$ cat src/rtl/tap_delay_ctrl.sv
module tap_delay_ctrl #(
  parameter int TAP_W       = 5,
  parameter int MODE        = 2,
  parameter int DEFAULT_TAP = 5
) (
  input  logic             clk,
  input  logic             rst_n,
  input  logic             ce,
  input  logic             inc,
  input  logic             ctl_rst,
  input  logic [TAP_W-1:0] load_val,
  output logic [TAP_W-1:0] tap_out,
  input  logic             pulse_in,
  output logic             pulse_out
);
  localparam logic [TAP_W-1:0] DEF_T = TAP_W'(DEFAULT_TAP);
  localparam logic [TAP_W-1:0] ONE   = TAP_W'(1);
  localparam bit               ADJ   = (MODE != 0);

  logic [TAP_W-1:0] tap_q, tap_nxt, rst_val, cnt_q;
  logic             busy_q, fire_q;

  assign rst_val = (MODE == 2) ? load_val : DEF_T;

  always_comb begin
    tap_nxt = tap_q;
    if (ADJ) begin
      if (ctl_rst)  tap_nxt = rst_val;
      else if (ce)  tap_nxt = inc ? tap_q + ONE : tap_q - ONE;
    end
  end

  always_ff @(posedge clk or negedge rst_n)
    if (!rst_n) tap_q <= DEF_T;
    else        tap_q <= tap_nxt;

  assign tap_out = tap_q;

  always_ff @(posedge clk or negedge rst_n) begin
    if (!rst_n) begin
      busy_q <= 1'b0;
      cnt_q  <= '0;
      fire_q <= 1'b0;
    end else begin
      fire_q <= 1'b0;
      if (busy_q) begin
        cnt_q <= cnt_q - ONE;
        if (cnt_q == ONE) begin
          busy_q <= 1'b0;
          fire_q <= 1'b1;
        end
      end else if (pulse_in) begin
        if (tap_q == '0) fire_q <= 1'b1;
        else begin
          busy_q <= 1'b1;
          cnt_q  <= tap_q;
        end
      end
    end
  end

  assign pulse_out = fire_q;

  p_fixed_const_r2: assert property (@(posedge clk) disable iff (!rst_n)
    (MODE == 0) |-> tap_out == DEF_T);
  p_step_up_r3: assert property (@(posedge clk) disable iff (!rst_n)
    (ADJ && ce && inc && !ctl_rst) |=> tap_out == $past(tap_out) + ONE);
  p_step_dn_r3: assert property (@(posedge clk) disable iff (!rst_n)
    (ADJ && ce && !inc && !ctl_rst) |=> tap_out == $past(tap_out) - ONE);
  p_rst_default_r4: assert property (@(posedge clk) disable iff (!rst_n)
    (MODE == 1 && ctl_rst) |=> tap_out == DEF_T);
  p_load_r5: assert property (@(posedge clk) disable iff (!rst_n)
    (MODE == 2 && ctl_rst) |=> tap_out == $past(load_val));
  p_hold_r10: assert property (@(posedge clk) disable iff (!rst_n)
    (!ce && !ctl_rst) |=> $stable(tap_out));
  p_zero_delay_r7: assert property (@(posedge clk) disable iff (!rst_n)
    (pulse_in && !busy_q && tap_out == '0) |=> pulse_out);
  p_no_early_out_r8: assert property (@(posedge clk) disable iff (!rst_n)
    (busy_q && cnt_q != ONE) |=> !pulse_out && busy_q);
endmodule

$ cat config.mk
export PLATFORM = sky130hd
export DESIGN_NAME = tap_delay_ctrl
export DESIGN_NICKNAME = d
export VERILOG_FILES = /design/src/rtl/tap_delay_ctrl.sv
export SDC_FILE = /design/constraint.sdc
export NUM_CORES = 1
export LEC_CHECK = 0
export ABC_AREA = 1
export BUFFER_PORTS_ARGS = -buffer_cell sky130_fd_sc_hd__buf_4
export CORE_MARGIN = 2
export CORE_UTILIZATION = 47
export CTS_CLUSTER_SIZE = 8
export DETAILED_ROUTE_END_ITERATION = 8
export PLACE_DENSITY = 0.7
export SLEW_MARGIN = 25
export SYNTH_ARGS = -nofsm -noshare
export SYNTH_HDL_FRONTEND = slang
export SYNTH_SLANG_ARGS = --single-unit
export TNS_END_PERCENT = 30
$ cat constraint.sdc
create_clock -name clk -period 1.61 [get_ports clk]
set_clock_uncertainty 0.05 [all_clocks]
set_input_delay 0.0805 -clock clk [delete_from_list [all_inputs] [get_ports clk]]
set_output_delay 0.0805 -clock clk [all_outputs]
set_load 0.01 [all_outputs]
# Word level (Yosys, flattened, before mapping)
# Index checks and enable logic that the tools add are counted.
dict set report word_totals {
  output_inout_bits 6
  in_bits 11
  regBits 12
}
dict set report op_classes {
  n_mux 14
  eq_ne 2
  add_sub_neg 3
  reduce_logical 4
}
# cell count
set ops {}
lappend ops {{$mux 5} 6}
lappend ops {{$sub 5x1->5 const B} 2}
lappend ops {{$mux 1} 8}
lappend ops {{$add 5x1->5 const B} 1}
lappend ops {{$eq 5x1->1 const B} 1}
lappend ops {{$logic_not 5->1} 1}
lappend ops {{$reduce_bool 2->1} 2}
lappend ops {{$ne 2x2->1 const B} 1}
lappend ops {{$reduce_and 2->1} 1}

# Longest topological paths before layout
# Gate-level depths: netlist of run 1.
dict set report logic_depth {
  depth_word 4
  mapped_depth 8
  ltp_nobuf 8
}

# Worst setup path after synthesis of run 1
# OpenSTA, ideal clock, no wires.
dict set report synth_path {
  path_kind {reg2reg}
  from {register tap_q[0] (netlist: tap_out[0])}
  to {register tap_q[4] (netlist: tap_out[4])}
  path_buffers 0
  stages_incl_launch_ff 9
  required_ns 1.439
  synth_period_minus_slack_ns 1.572
  slack_ns 0.038
  t_arrival_ns 1.400
  path_cell_list {dfstp_2 > inv_1 > fa_1 > inv_1 > nand3_1 > nand2_1 > nand2_1 > nand3_1 > nand2_1}
}
dict set report synth_via {
  elab_chain_len 4
  elab_cells_between_ends 5
  cone_classes {add/sub (2); mux (3)}
}
# item line
set synth_rtl {}
lappend synth_rtl {{start, declared} 20} ;# logic [TAP_W-1:0] tap_q, tap_nxt, rst_val, cnt_q;
lappend synth_rtl {{start signal, assigned} 35} ;# else tap_q <= tap_nxt;
lappend synth_rtl {{$sub 5x1->5 / $add 5x1->5 (equally long branches)} 29} ;# else if (ce) tap_nxt = inc ? tap_q + ONE : tap_q - ONE;
lappend synth_rtl {{$mux 5 (*) (2 in series)} 29}
lappend synth_rtl {{$mux 5 (*)} 28} ;# if (ctl_rst) tap_nxt = rst_val;
# Mark *: on every way between the ends. The rest lies on a longest branch, timed or not. The select of a mux whose other input is x is not followed.
# A chain may end at the register's enable or synchronous reset.

# Worst setup path after layout of run 1
# Ends and elaborated chain as after synthesis.

==> flow_summary.yaml, run 1 <==
grt:
  initial_antenna_violation_count: 0
  grt_start_max_net_pins: 14
  grt_use_total: 0.191
  global_route.overflow_total: 0
  via_count_of_the_first_global_routing_pass: 684
  grt_first_pass_wirelength_um: 2790
finish:
  layout_commonest_cell: "nand2_1"
  mostFrequentLayoutCells: "27 x nand2_1, 19 x buf_4, 18 x nand3_1"
  final_util: 0.621
  area_growth_syn_to_layout_pct: 28.3
  nets: 148
  multi_input_area_um2: 450
  fillCellCount: 153
  antennaDiodeCount: 0
  share_of_layout_cells_above_drive_strength_1: 0.277
  sequential_cell_area_um2: 303
sta:
  rsz0062_at_grt: "false"
  layout_setup_ws_ns: 0.155
  layout_min_cycle_time_ns: 1.46
  setup_violations: 0
  tightestPinTransition_ns: 0.241
  layout_worst_path_cycle_share: 0.904
  setup_tns_ns: 0
  report.final.hold_viol_count: 0
  max_clock_freq_mhz: 687
  hold_slack_ns: 0.0263
  report.final.slew_viol_count: 0
  worst_slew_slack_as_a_fraction_of_its_limit: 0.839
routing:
  final_antenna_net_count: 0
  route.final.wire_length_um: 1760
  post_drt_via_cell_ratio: 5.20
  drt-pass1-iter-count: 4
  routed_wirelength_normalized_by_instance_count_um: 12.0
  detail_route.iter0.violations: 15
  drcViolationCount: 0
  routed-via-count: 765
worst_setup_path:
  endpoint_kind: "flip-flop"
  worstPathRequired_ns: 1.73
  timing.critical_path.arrival_ns: 1.57
  worstSetupPathType: "reg -> reg"
  worst_r2r_path_depth: 8
  register_to_register_setup_slack_ns: 0.15
  timing.critical_path.from_type: "flip-flop"
  timing.critical_path.fanout_max: 2
floorplanning:
  die_h_um: 45.7
  placement_rows: 15
  placeableCoreArea_um2: 1690
  chipWidth_um: 45.7
  io_pins: 17
  fp.dieArea_um2: 2090
  initial_core_util: 0.484
power_and_ir_drop:
  power.share.switching: 0.412
  cellLeakagePower_nw: 0.551
  internal_dissipation_mw: 0.800
  power.density_cell_area_nw_per_um2: 1300
  clock_power_share: 0.144
  ir_worst_vdd_mv: 0.701
  power_dissipated_by_switching_net_loads_mw: 0.561
  power_frac_seq: 0.371
  comb_power_share: 0.485
clock_tree:
  clockRootBuffer: "clkbuf_4"
  cts_buffer_depth: 2
  post_cts.repair.setup_buffers: 0
  tritoncts: "done"
  cts.reportedPaths.clkPinSlew_ns: 0.08
  number_of_sinks_on_the_clock_net: 12
  h-tree-depth: 1
  insertion_delay_ns: 0.27
  cts-buffers-inserted: 3
placement:
  numPortBuffers: 16
  dpl_worst_slack_ns: 0.0908
  dp.final_hpwl_um: 1370
  final_wtd_congestion: 0.771
yosys:
  netlist_area_um2: 818
  seq_area_frac_synth: 0.370
  synth_nets: 120
  synth.mux.area_fraction: 0
  avgSynthCellArea_um2: 7.94
  xor_xnor_share_of_the_synthesized_area: 0.0214
  synth_fa_ha_area_frac: 0.101
  synth-simple-area-share: 0.323
  synthDistinctLibCells: 24
  netlist_instances: 103
  combinational_family_with_the_most_area_after_synthesis: "simple AND/OR/NAND/NOR gates"
  synth_warnings: 0
  synth-compound-area-share: 0.102
  synth_seq_cells: 12
worst_hold_path:
  hp-class: "in -> reg"
  hold_path_depth: 3
run:
  count_of_max_cap_constraint_violations: 0
status:
  run_status: "finished, final reports clean"
-- layout make-up --
cell class	count	area share
tap	17	0.0203
clock buffer	4	0.0250
inverter	15	0.0536
sequential	12	0.288
multi-input combinational	75	0.429
timing repair buffer	24	0.184
-- state kept, by name (all words and copies together), names as in the netlist --
name / count
cnt_q: 5
tap_out: 5
busy_q: 1
pulse_out: 1
-- power by group through the flow --
stage / clock [mW] / sequential, mW / combinational (mW)
after floorplan: 0 / 0.507 / 0.480
after global placement: 0 / 0.506 / 0.630
after detailed placement: 0 / 0.512 / 0.654
after CTS: 0.201 / 0.506 / 0.667
after global routing: 0.216 / 0.523 / 0.741
final: 0.195 / 0.506 / 0.661
-- final timing paths --
check | endpoint | start
setup / recovery | tap_out[4] | tap_out[0]
hold / removal | tap_out[0] | load_val[0]
setup reg to reg | tap_out[4] | tap_out[0]
hold reg to reg | cnt_q[1] | cnt_q[1]
max in group asynchronous | tap_out[0] | rst_n
min in group asynchronous | busy_q | rst_n
-- layer usage --
metal,up-vias,wire length [um],GRT usage
met5,-,0,0
met2,17,888,0.338
met4,0,15,0.103
met3,2,40,0.0238
met1,349,816,0.223
li1,397,-,-
-- cell families after synthesis --
kind of cell / count (synthesis)
XOR/XNOR: 2
flip-flops: 12
AND/OR/NAND/NOR: 55
AO/OA/AOI/OAI: 12
buffers and inverters: 16
adder cells (fa/ha/maj): 6
-- synthesized netlist by cell type, drive strengths merged --
library cell   n  area [um^2]
nor2           4         20.0
dfrtp         10          250
inv           15         56.3
ha             5         62.6
dfstp          2         52.6
o21a           1         7.51
fa             1         20.0
xor2           2         17.5
o21ai          3         22.5
o22ai          1         6.26
o211ai         2         15.0
nand4          1         6.26
nand3         19          100
a22oi          3         22.5
nand3b         1         7.51
buf            1         11.3
a21oi          2         10.0
nand2         30          130
-- critical path, stage by stage, from the launching register on --
cell and delay (ns):
dfstp_2 0.53, inv_1 0.05, fa_2 0.36, inv_1 0.06, nand3_1 0.08, nand2_1 0.08
nand2_1 0.04, nand3_1 0.06, nand2_1 0.05
-- timing repair --
item                       CTS  global route
hold endpoints to repair    16             0
setup endpoints to repair    0             1
resized for setup            0             1
hold buffers                 5             0
-- per-stage QoR --
stage	instances	power, mW	cell area [um^2]
after detailed placement	138	1.17	971
final	147	1.36	1050
after global routing	147	1.48	1050
after floorplan	103	0.988	818
after CTS	147	1.37	1050
after global placement	138	1.14	971
Power figures use the tool's default switching activity.
==> inputs of run 2 (changes only) <==
--- a/config.mk
+++ b/config.mk
@@ -6,12 +6,12 @@
 export NUM_CORES = 1
 export LEC_CHECK = 0
 export ABC_AREA = 1
-export BUFFER_PORTS_ARGS = -buffer_cell sky130_fd_sc_hd__buf_4
 export CORE_MARGIN = 2
-export CORE_UTILIZATION = 47
+export CORE_UTILIZATION = 54
 export CTS_CLUSTER_SIZE = 8
 export DETAILED_ROUTE_END_ITERATION = 8
-export PLACE_DENSITY = 0.7
+export DONT_BUFFER_PORTS = 1
+export PLACE_DENSITY = 0.69
 export SLEW_MARGIN = 25
 export SYNTH_ARGS = -nofsm -noshare
 export SYNTH_HDL_FRONTEND = slang
==> flow_summary.yaml, run 2 (synthesized netlist as in run 1, its figures left out) <==
status:
  run_status: "finished, final reports clean"
worst_setup_path:
  cpPeakStageDelay_ns: 0.56
  worstPathRequired_ns: 1.78
  worstSetupPathType: "reg -> reg"
  cell_chain_critical_path: "buf_4, a22oi_1, o21ai_1, dlygate4sd3_1"
  timing.critical_path.from_type: "flip-flop"
  cell_family_contributing_the_most_delay_on_the_critical_path: "buffers and inverters"
  timing.critical_path.fanout_max: 6
  timing.critical_path.arrival_ns: 1.70
  worst_path_buf_inv: 2
  critical-path-slowest-cell: "dlygate4sd3_1"
  endpoint_kind: "flip-flop"
placement:
  post-place-cells: 122
  final_wtd_congestion: 0.804
  dp.final_hpwl_um: 1240
  dpl-instance-area_um2: 857
  numPortBuffers: 0
run:
  count_of_max_cap_constraint_violations: 0
grt:
  via_count_of_the_first_global_routing_pass: 745
  initial_antenna_violation_count: 0
  grt_start_max_net_pins: 14
  grt_first_pass_wirelength_um: 3020
  global_route.overflow_total: 0
  grt_use_total: 0.221
routing:
  drcViolationCount: 0
  routed_wirelength_normalized_by_instance_count_um: 12.9
  post_drt_via_cell_ratio: 5.30
  route.final.wire_length_um: 1750
  drt-pass1-iter-count: 3
  final_antenna_net_count: 0
  routed-via-count: 716
  detail_route.iter0.violations: 11
finish:
  layout_commonest_cell: "nand2_1"
  share_of_layout_cells_above_drive_strength_1: 0.185
  antennaDiodeCount: 0
  fillCellCount: 125
  finish.instance_area_um2: 993
  area_growth_syn_to_layout_pct: 21.4
  nets: 137
  mostFrequentLayoutCells: "27 x nand2_1, 18 x nand3_1, 12 x inv_1"
  final-instance-count-excl-fill: 135
sta:
  worst_slew_slack_as_a_fraction_of_its_limit: 0.628
  layout_worst_path_cycle_share: 0.946
  tightestPinTransition_ns: 0.556
  report.final.slew_viol_count: 0
  max_clock_freq_mhz: 657
  setup_tns_ns: 0
  setup_violations: 0
  report.final.hold_viol_count: 0
  rsz0062_at_grt: "false"
  layout_min_cycle_time_ns: 1.52
power_and_ir_drop:
  power.density_cell_area_nw_per_um2: 1370
  ir_worst_vdd_mv: 0.698
  cellLeakagePower_nw: 0.510
clock_tree:
  cts_buffer_depth: 2
  post_cts.repair.setup_buffers: 0
  cts.reportedPaths.clkPinSlew_ns: 0.08
  number_of_sinks_on_the_clock_net: 12
  cts-buffers-inserted: 3
  clockRootBuffer: "clkbuf_4"
  insertion_delay_ns: 0.28
  h-tree-depth: 1
  tritoncts: "done"
floorplanning:
  initial_core_util: 0.563
  placement_rows: 14
  chipWidth_um: 42.9
  fp.dieArea_um2: 1840
  placeableCoreArea_um2: 1450
  io_pins: 17
  die_h_um: 42.9
worst_hold_path:
  hp-class: "in -> reg"
run 2: cell count changes in the layout (fill, tap and decap cells not counted):
cell	previous run	this run
clkbuf_1	1	0
dlymetal6s4s_1	0	1
dlygate4sd3_1	5	8
nor2_2	2	1
clkbuf_8	0	1
nor2_4	0	1
buf_4	19	4
run 2: metrics by stage:
stage | util | worst slack [ns] | power (mW) | hold slack [ns]
finish | 0.683 | 0.0874 | 1.36 | 0.0753
global route | 0.683 | 0.0186 | 1.49 | 0.0928
floorplan | - | 0.0384 | 0.988 | -0.265
CTS | 0.676 | 0.0443 | 1.37 | 0.0414
global placement | 0.590 | 0.103 | 1.08 | -0.265
detailed placement | 0.590 | 0.0719 | 1.09 | -0.265
run 2: path summary, 6_finish.rpt:
kind,start,end,slack [ns],depth (start not counted)
worst max-delay path,tap_out[0],tap_out[0],0.09,4
worst min-delay path,inc,tap_out[1],0.08,2
worst max register to register,tap_out[0],tap_out[0],0.09,4
worst min register to register,cnt_q[1],cnt_q[1],0.47,2
max in group asynchronous,rst_n,tap_out[3],0.96,1
min in group asynchronous,rst_n,cnt_q[1],0.17,1
run 2: area by class of cell:
type                       count  area, um^2  area share
clock buffer                   4        36.3      0.0365
inverter                      15        56.3      0.0567
multi-input combinational     75         455       0.458
sequential                    12         303       0.305
tap                           16        20.0      0.0202
timing repair buffer          13         123       0.123
run 2: layer usage:
metal / vias up / global-route usage / share of wire
li1: 368 / - / -
met4: 0 / 0.131 / 0.022
met1: 330 / 0.269 / 0.44
met3: 4 / 0.0340 / 0.028
met2: 14 / 0.364 / 0.51
met5: - / 0 / 0
run 2: what timing repair did:
item / in CTS / in global routing
hold endpoints to repair: 23 / 0
gates resized for setup: 0 / 3
hold buffers: 9 / 0
endpoints found under the setup margin: 0 / 2
run 2: power by group:
group | internal [mW] | switching (mW)
clock | 0.138 | 0.105
sequential | 0.410 | 0.0929
combinational | 0.264 | 0.348
total | 0.812 | 0.546
==> inputs of run 3 (changes only) <==
--- a/config.mk
+++ b/config.mk
@@ -8,9 +8,11 @@
 export ABC_AREA = 1
 export CORE_MARGIN = 2
 export CORE_UTILIZATION = 54
+export CTS_CLUSTER_DIAMETER = 40
 export CTS_CLUSTER_SIZE = 8
 export DETAILED_ROUTE_END_ITERATION = 8
 export DONT_BUFFER_PORTS = 1
+export GPL_TIMING_DRIVEN = 0
 export PLACE_DENSITY = 0.69
 export SLEW_MARGIN = 25
 export SYNTH_ARGS = -nofsm -noshare
==> flow_summary.yaml, run 3 (synthesized netlist as in run 1, its figures left out) <==
sta:
  setup_violations: 0
  layout_setup_ws_ns: 0.0190
  layout_worst_path_cycle_share: 0.988
  layout_min_cycle_time_ns: 1.59
  report.final.slew_viol_count: 0
  setup_tns_ns: 0
  hold_slack_ns: 0.0629
  worst_slew_slack_as_a_fraction_of_its_limit: 0.633
  report.final.hold_viol_count: 0
  rsz0062_at_grt: "true"
  tightestPinTransition_ns: 0.548
  max_clock_freq_mhz: 629
floorplanning:
  io_pins: 17
  initial_core_util: 0.563
  placement_rows: 14
  chipWidth_um: 42.9
  placeableCoreArea_um2: 1450
  fp.dieArea_um2: 1840
  die_h_um: 42.9
finish:
  layout_commonest_cell: "nand2_1"
  share_of_layout_cells_above_drive_strength_1: 0.190
  antennaDiodeCount: 0
  nets: 134
  mostFrequentLayoutCells: "27 x nand2_1, 17 x nand3_1, 10 x inv_1, 10 x dfrtp_1, 8 x dlygate4sd3_1"
  final_util: 0.670
  finish.instance_area_um2: 975
  fillCellCount: 131
  area_growth_syn_to_layout_pct: 19.1
power_and_ir_drop:
  cellLeakagePower_nw: 0.494
  power_dissipated_by_switching_net_loads_mw: 0.541
  clock_power_share: 0.176
  power.share.switching: 0.399
  ir_worst_vdd_mv: 0.678
  power.density_cell_area_nw_per_um2: 1390
  internal_dissipation_mw: 0.814
  comb_power_share: 0.432
  power_frac_seq: 0.393
worst_setup_path:
  timing.critical_path.fanout_max: 7
  timing.critical_path.arrival_ns: 1.70
  timing.critical_path.from_type: "flip-flop"
  endpoint_kind: "flip-flop"
  first_element_of_the_critical_path: "tap_out[0]"
  worstSetupPathType: "reg -> reg"
  timing.rr.start: "tap_out[0]"
  worstPathRequired_ns: 1.72
routing:
  drt-pass1-iter-count: 4
  detail_route.iter0.violations: 9
  post_drt_via_cell_ratio: 5.44
  routed-via-count: 718
  drcViolationCount: 0
  route.final.wire_length_um: 1650
  routed_wirelength_normalized_by_instance_count_um: 12.5
  final_antenna_net_count: 0
clock_tree:
  clockRootBuffer: "clkbuf_4"
  h-tree-depth: 1
  insertion_delay_ns: 0.27
  cts.reportedPaths.clkPinSlew_ns: 0.08
  number_of_sinks_on_the_clock_net: 12
  cts_buffer_depth: 2
  tritoncts: "done"
  post_cts.repair.setup_buffers: 0
  cts-buffers-inserted: 3
grt:
  via_count_of_the_first_global_routing_pass: 702
  grt_start_max_net_pins: 13
  initial_antenna_violation_count: 0
  grt_first_pass_wirelength_um: 2970
  grt_use_total: 0.216
  global_route.overflow_total: 0
placement:
  dp.final_hpwl_um: 1230
  dpl-instance-area_um2: 838
  dpl_worst_slack_ns: -0.0793
  numPortBuffers: 0
  final_wtd_congestion: 0.772
status:
  run_status: "finished, final reports clean"
run:
  count_of_max_cap_constraint_violations: 0
worst_hold_path:
  hp-class: "in -> reg"
  startpoint_of_the_lowest_slack_hold_path: "inc"
==> run 3: power groups by stage <==
stage                     clock, mW  combinational (mW)  sequential (mW)
final                         0.238               0.585            0.532
after global placement            0               0.539            0.537
after floorplan                   0               0.480            0.507
after CTS                     0.243               0.593            0.534
after global routing          0.257               0.686            0.546
after detailed placement          0               0.553            0.540
==> run 3: layer usage <==
layer	wire length, um	GRT usage	vias up
met2	839	0.370	16
met4	34	0.0938	0
met3	66	0.0383	5
li1	-	-	365
met1	710	0.262	332
met5	0	0	-
==> run 3: critical path, stage by stage, from the launching register on <==
cell	delay (ns)
dfstp_2	0.65
inv_2	0.06
fa_2	0.37
inv_2	0.06
nand3_2	0.06
nand2_1	0.07
nand2_1	0.04
nand3_1	0.06
nand2_1	0.05
==> run 3: final timing paths <==
path                       slack (ns)  cells past startpoint          to
setup / recovery                 0.02                      8  tap_out[4]
hold / removal                   0.06                      2  tap_out[1]
setup reg to reg                 0.02                      8  tap_out[4]
hold reg to reg                  0.48                      2    cnt_q[1]
max in group asynchronous        0.97                      1  tap_out[2]
min in group asynchronous        0.18                      1    cnt_q[0]
==> run 3: timing repair <==
action                                  CTS  global route
hold endpoints to repair                 21             0
endpoints found under the setup margin    2             2
gates cloned                              0             0
resized for setup                         4             1
hold buffers                              9             0
==> run 3: area by class of cell <==
class                      count  area (um^2)  share of cell area
buffer                         1         11.3              0.0116
clock buffer                   4         36.3              0.0372
inverter                      15         56.3              0.0578
multi-input combinational     75          455               0.467
sequential                    12          303               0.311
tap                           16         20.0              0.0205
timing repair buffer           9         92.6              0.0950
==> run 3: metrics by stage <==
| stage | instances | power [mW] |
|---|---|---|
| CTS | 132 | 1.37 |
| finish | 132 | 1.36 |
| floorplan | 103 | 0.988 |
| global placement | 119 | 1.08 |
| global route | 132 | 1.49 |
| detailed placement | 119 | 1.09 |
